$ cat src/rtl/refill_engine.sv
module refill_engine #(
  parameter int ORG    = 0,
  parameter int WORDS  = 16,
  parameter int BUS    = 4,
  parameter int LAT    = 10,
  parameter int ADDR_W = 8,
  parameter int DATA_W = 32,
  parameter int CNT_W  = 8,
  localparam int LANES = (ORG == 1) ? BUS : 1,
  localparam int IDX_W = $clog2(WORDS)
) (
  input  logic                      clk,
  input  logic                      rst_n,
  input  logic                      start,
  input  logic [ADDR_W-1:0]         start_addr,
  output logic                      busy,
  output logic                      fill_we,
  output logic [IDX_W-1:0]          fill_idx,
  output logic [LANES*DATA_W-1:0]   fill_data,
  output logic                      done,
  output logic [CNT_W-1:0]          cycle_count
);
  localparam int GAP0   = 1 + ((ORG == 2) ? BUS * LAT : LAT);
  localparam int GAPN   = (ORG == 2) ? 0 : LAT;
  localparam int WAIT_W = $clog2(GAP0 + 1);

  logic                    busy_q;
  logic [WAIT_W-1:0]       wait_q;
  logic [IDX_W-1:0]        idx_q;
  logic [CNT_W-1:0]        cnt_q;
  logic [ADDR_W-IDX_W-1:0] base_q;
  logic                    xfer, last;

  function automatic logic [DATA_W-1:0] mem_word(input logic [ADDR_W-1:0] a);
    logic [31:0] h;
    h = (32'(a) * 32'h9E37_79B1) ^ 32'hA5A5_0F0F;
    return DATA_W'(h);
  endfunction

  assign xfer = busy_q && (wait_q == '0);
  assign last = xfer && (idx_q == IDX_W'(WORDS - LANES));

  always_ff @(posedge clk or negedge rst_n) begin
    if (!rst_n) begin
      busy_q <= 1'b0;
      wait_q <= '0;
      idx_q  <= '0;
      cnt_q  <= '0;
      base_q <= '0;
    end else if (!busy_q) begin
      if (start) begin
        busy_q <= 1'b1;
        wait_q <= WAIT_W'(GAP0);
        idx_q  <= '0;
        cnt_q  <= CNT_W'(1);
        base_q <= start_addr[ADDR_W-1:IDX_W];
      end
    end else begin
      if (!last) cnt_q <= cnt_q + 1'b1;
      if (wait_q != '0) begin
        wait_q <= wait_q - 1'b1;
      end else begin
        idx_q  <= idx_q + IDX_W'(LANES);
        wait_q <= WAIT_W'(GAPN);
        if (last) busy_q <= 1'b0;
      end
    end
  end

  for (genvar j = 0; j < LANES; j++) begin : g_lane
    assign fill_data[j*DATA_W +: DATA_W] = mem_word({base_q, idx_q + IDX_W'(j)});
  end

  assign busy        = busy_q;
  assign fill_we     = xfer;
  assign fill_idx    = idx_q;
  assign done        = last;
  assign cycle_count = cnt_q;
endmodule

$ cat config.mk
export PLATFORM = sky130hd
export DESIGN_NAME = refill_engine
export DESIGN_NICKNAME = d
export VERILOG_FILES = /design/src/rtl/refill_engine.sv
export SDC_FILE = /design/constraint.sdc
export NUM_CORES = 1
export LEC_CHECK = 0
export ABC_AREA = 1
export BUFFER_PORTS_ARGS = -buffer_cell sky130_fd_sc_hd__buf_2
export CORE_AREA = 2 2 93 95
export CTS_CLUSTER_SIZE = 16
export DETAILED_ROUTE_END_ITERATION = 7
export DIE_AREA = 0 0 95 97
export PLACE_DENSITY = 0.9
export SYNTH_ARGS = -nofsm -noshare
export SYNTH_HDL_FRONTEND = slang
export SYNTH_SLANG_ARGS = --single-unit
$ cat constraint.sdc
create_clock -name clk -period 10.9 [get_ports clk]
set_input_delay 1.09 -clock clk [delete_from_list [all_inputs] [get_ports clk]]
set_output_delay 1.09 -clock clk [all_outputs]
set_load 0.02 [all_outputs]
== After elaboration in Yosys (flattened, before gate mapping) ==
Cells that the tools add are included.
Cells by class
  reductions and logical operators: 8
  mux-type cells: 13
  add/sub/neg operators: 3
  multipliers: 1
  equal/unequal tests: 3
  bitwise logic cells: 2
Operators by type and width (count)
  8-bit by 32-bit multiplier with 32-bit output, second input constant: 1
  4-bit 2-to-1 mux: 6
  8-bit 2-to-1 mux: 3
  16-bit NOT: 1
  8-bit by 1-bit adder with 8-bit output, second input constant: 1
  2-bit AND reduction: 3
  4-bit by 1-bit adder with 4-bit output, second input constant: 1
  4-bit equality test, second input constant: 1
  4-bit zero test: 1
  1-bit 2-to-1 mux: 4
  2-bit != test, second input constant: 2
  4-bit nonzero test: 1
  4-bit by 1-bit subtractor with 4-bit output, second input constant: 1
  1-bit logical AND: 2
  2-bit nonzero test: 1
  1-bit NOT: 1
Word-level totals
  output and inout port bits: 47
  input port bits: 11
  bits in registers: 21
  word-level logic and storage cells: 35

== Longest topological paths before layout ==
  word-level depth: 6
  gate-level depth with buffers: 19
  gate-level depth less buffers: 19

== Worst setup path before layout ==
Ideal clock, no wire load.
  path type: register -> output
  start point: register idx_q[2] (netlist: fill_idx[2])
  end point: output port fill_data[18]
  required time: 9810 ps
  slack: 5892 ps
  path buffers: 0
  cell stages (with the launch flop): 13
  arrival: 3918 ps
  path through: dfrtp_1 -> fa_1 -> fa_1 -> inv_1 -> fa_1 -> fa_1 -> inv_1 -> ha_1 -> nand2_1 -> nor2_1 -> and2_1 -> a21oi_1 -> xor2_1
Between the ends
  cells in the longest elaborated chain, start to end: 2
RTL lines
  start, declared: line 29  | logic [IDX_W-1:0] idx_q;
  start signal, assigned: line 63  | idx_q <= idx_q + IDX_W'(LANES);
  8-bit by 32-bit multiplier with 32-bit output: line 36  | h = (32'(a) * 32'h9E37_79B1) ^ 32'hA5A5_0F0F;
  16-bit NOT (no line)
  end, declared: line 19  | output logic [LANES*DATA_W-1:0] fill_data,
No other way between the ends.

== Final worst setup path ==
  start point: register base_q[1]
  end point: output port fill_data[27]
Between the ends
  cells in the longest elaborated chain, start to end: 1
RTL lines
  start, declared: line 31  | logic [ADDR_W-IDX_W-1:0] base_q;
  start signal, assigned: line 56  | base_q <= start_addr[ADDR_W-1:IDX_W];
  8-bit by 32-bit multiplier with 32-bit output: line 36
No other way between the ends.

==> impl_metrics.py <==
metrics = {
    "run_status": {
        "status": "finished clean",
    },
    "floorplanning": {
        "dieArea_sq_um": 9220,
        "io_pins": 58,
        "fp.dieH_microns": 97,
        "die_x_microns": 95,
        "core_area_sq_um": 8130,
        "initial_core_util_pct": 59.4,
        "row_count": 33,
    },
    "cts": {
        "cts_tree": "yes",
        "cts.sinks": 21,
        "root_buffer": "clkbuf_8",
        "cts_htree_levels": 1,
        "cts_buffer_depth": 2,
        "cts.repair.resized": 0,
        "post_cts_buffers": 0,
        "clk_pin_slew_ps": 70,
        "numCtsBuffers": 3,
        "postCtsHoldBufs": 0,
        "worstSkewPairLatency_ps": 270,
    },
    "synth": {
        "synth-seq-cells": 21,
        "synth-compound-area-share_pct": 5.91,
        "synthXorXnorAreaFrac_pct": 4.17,
        "synthSimpleGateAreaFrac_pct": 22.9,
        "ys_seq_area_share_pct": 10.9,
        "synth_nets": 801,
        "synth_top_family_by_area": "adder cells",
        "synth_fa_ha_area_share_pct": 41.4,
        "syn_inst": 665,
        "synth_mux_area_share_pct": 0.233,
        "synth_warnings": 0,
        "ys_types": 35,
        "synth_area_per_cell_sq_um": 7.26,
        "synthesis.area_sq_um": 4830,
    },
    "drt": {
        "met1_length_microns": 5120,
        "ant_nets": 0,
        "highest_layer": "met4",
        "met3_length_microns": 550,
        "vias": 4303,
        "wl_per_cell_microns": 14.6,
        "drc": 0,
        "drt_pass1_iterations": 5,
        "wl_met2_microns": 5960,
        "routed_wl_microns": 12000,
        "drt_iter0_drc": 194,
        "viasPerCell": 5.22,
    },
    "sta": {
        "finalHoldViolCount": 0,
        "setup_violations": 0,
        "slew_viol_final": 0,
        "rsz0062_at_grt": "false",
        "skew_ps": 9.21,
        "fin_tns_setup_ps": 0,
        "worstMarginPinSlew_ps": 534,
        "fmax_mhz": 175,
        "slew_headroom_pct": 64.4,
        "period_share_pct": 52.5,
        "period_needed_ps": 5720,
    },
    "worst_setup_path": {
        "r2r_slack_ps": 8950,
        "cp.required_ps": 9810,
        "r2r_cells": 6,
        "crit_type": "flop to output port",
        "r2r-start": "fill_idx[1]",
        "crit_arrival_ps": 4630,
        "worst_setup_path_end_kind": "output port",
        "r2r_end": "cycle_count[2]",
        "cp_max_fo": 7,
        "critPathLaunchType": "flop",
    },
    "final_layout": {
        "syn2layout_area_growth_pct": 8.78,
        "num_antenna_cells": 0,
        "drive_above_1_share_pct": 9.86,
        "finalNetCount": 857,
        "fillers": 713,
    },
    "min_path": {
        "holdPathEnd": "wait_q[3]",
        "holdCritStartpoint": "wait_q[3]",
        "hold_class": "flop to flop",
        "worstHoldPathCells": 2,
    },
    "grt": {
        "grt_pass1_vias": 4427,
        "grt_start_max_net_pins": 22,
        "groute.usage.overall_pct": 27.6,
        "grt_first_pass_wirelength_microns": 20300,
        "antenna_found_initial": 0,
        "grt_overflow": 0,
    },
    "placement": {
        "hpwl_microns": 10500,
        "place.gp.congestion": 1.03,
        "io_buffers": 53,
    },
    "run": {
        "drv_cap": 0,
    },
}
placed cells by master (no fill, tap or decap), types with 7 or more instances in the layout:
cell / instances
ha_1: 67
fa_1: 58
xor2_1: 15
nand2_1: 167
buf_2: 53
nor2_1: 41
a21oi_1: 25
nand3_1: 26
dfrtp_1: 21
nand4_1: 9
inv_1: 180
xnor2_1: 8
o21ai_0: 7
cell type report:
class                   instances  area [sq um]  share of cell area [%]
clock buffers                   3          41.3                   0.786
well taps                     105           131                    2.50
inverters                     181           679                    12.9
multi-input cells             461          3600                    68.6
clock inverters                 1          5.00                  0.0953
repair buffers                 53           265                    5.05
flip-flops and latches         21           526                    10.0
cell families after synthesis:
family | Yosys count
buffers and inverters | 183
adder cells (fa/ha/maj) | 125
flip-flops | 21
XOR/XNOR | 23
AO/OA/AOI/OAI | 48
multiplexers | 1
AND/OR/NAND/NOR | 264
per-layer routing:
metal / GRT usage [%] / vias up
met5: 0 / -
met4: 9.81 / 0
met3: 2.80 / 37
met2: 48.6 / 143
met1: 34.7 / 2012
li1: - / 2111
worst max-delay path by stage:
stage,endpoint,startpoint,cells past startpoint
final,fill_data[27],base_q[1],15
after global routing,fill_data[27],base_q[1],15
after CTS,fill_data[27],base_q[1],15
after detailed placement,fill_data[27],base_q[1],15
after global placement,fill_data[27],base_q[1],15
after floorplan,fill_data[18],fill_idx[2],12
critical path: stages, from the launching register on:
cell and delay, ps:
dfrtp_1 510, fa_1 710, fa_1 500, fa_1 580
inv_1 70, fa_1 540, inv_1 50, ha_1 380
nand2_1 110, nor2_1 200, and3_1 220, nand3_1 120
nand3_1 100, nand2_1 50, nand2_1 60, buf_2 160
cell usage after synthesis:
cell type  instances  area (sq um)
o21ai_2            2          17.5
a22oi_1            1          7.51
nor2_4             1          11.3
o21bai_1           4          30.0
nand4_1            9          56.3
a31o_2             2          17.5
a21oi_1           25           125
nand2_1          167           627
buf_6              1          11.3
mux2_2             1          11.3
o31ai_1            2          15.0
or2_2              1          6.26
ha_1              67           838
inv_2              1          3.75
a21o_1             2          15.0
o22ai_1            2          12.5
and3_1             1          6.26
or2_1              1          6.26
and2_1             2          12.5
nor2_1            41           154
buf_4              1          7.51
dfrtp_1           21           526
xnor2_1            8          70.1
nor2_2             1          6.26
a32o_1             1          10.0
xor2_1            15           131
nor3_1             4          20.0
o21ai_0            7          35.0
nand3_2            1          10.0
nand2_2            4          25.0
fa_1              58          1160
nand3b_1           4          30.0
inv_1            180           676
nor4_1             1          6.26
nand3_1           26           130
state kept, by name, summed over array words and instances, names as in the netlist:
register / count
wait_q: 4
fill_idx: 4
base_q: 4
cycle_count: 8
busy: 1
through the flow:
stage	area, sq um	std cells	util, %	hold WS, ps	worst slack (ps)
2_1_floorplan	4830	665	-	472	5890
3_3_place_gp	5210	821	64.0	495	5590
3_5_place_dp	5210	821	64.0	527	5480
4_1_cts	5250	825	64.6	545	5200
5_1_grt	5250	825	64.6	572	4880
6_report	5250	825	64.6	547	5180
Power is left out: the tool's default activity adds up to more than one toggle a clock period on the data nets, which glitch-free logic cannot reach.
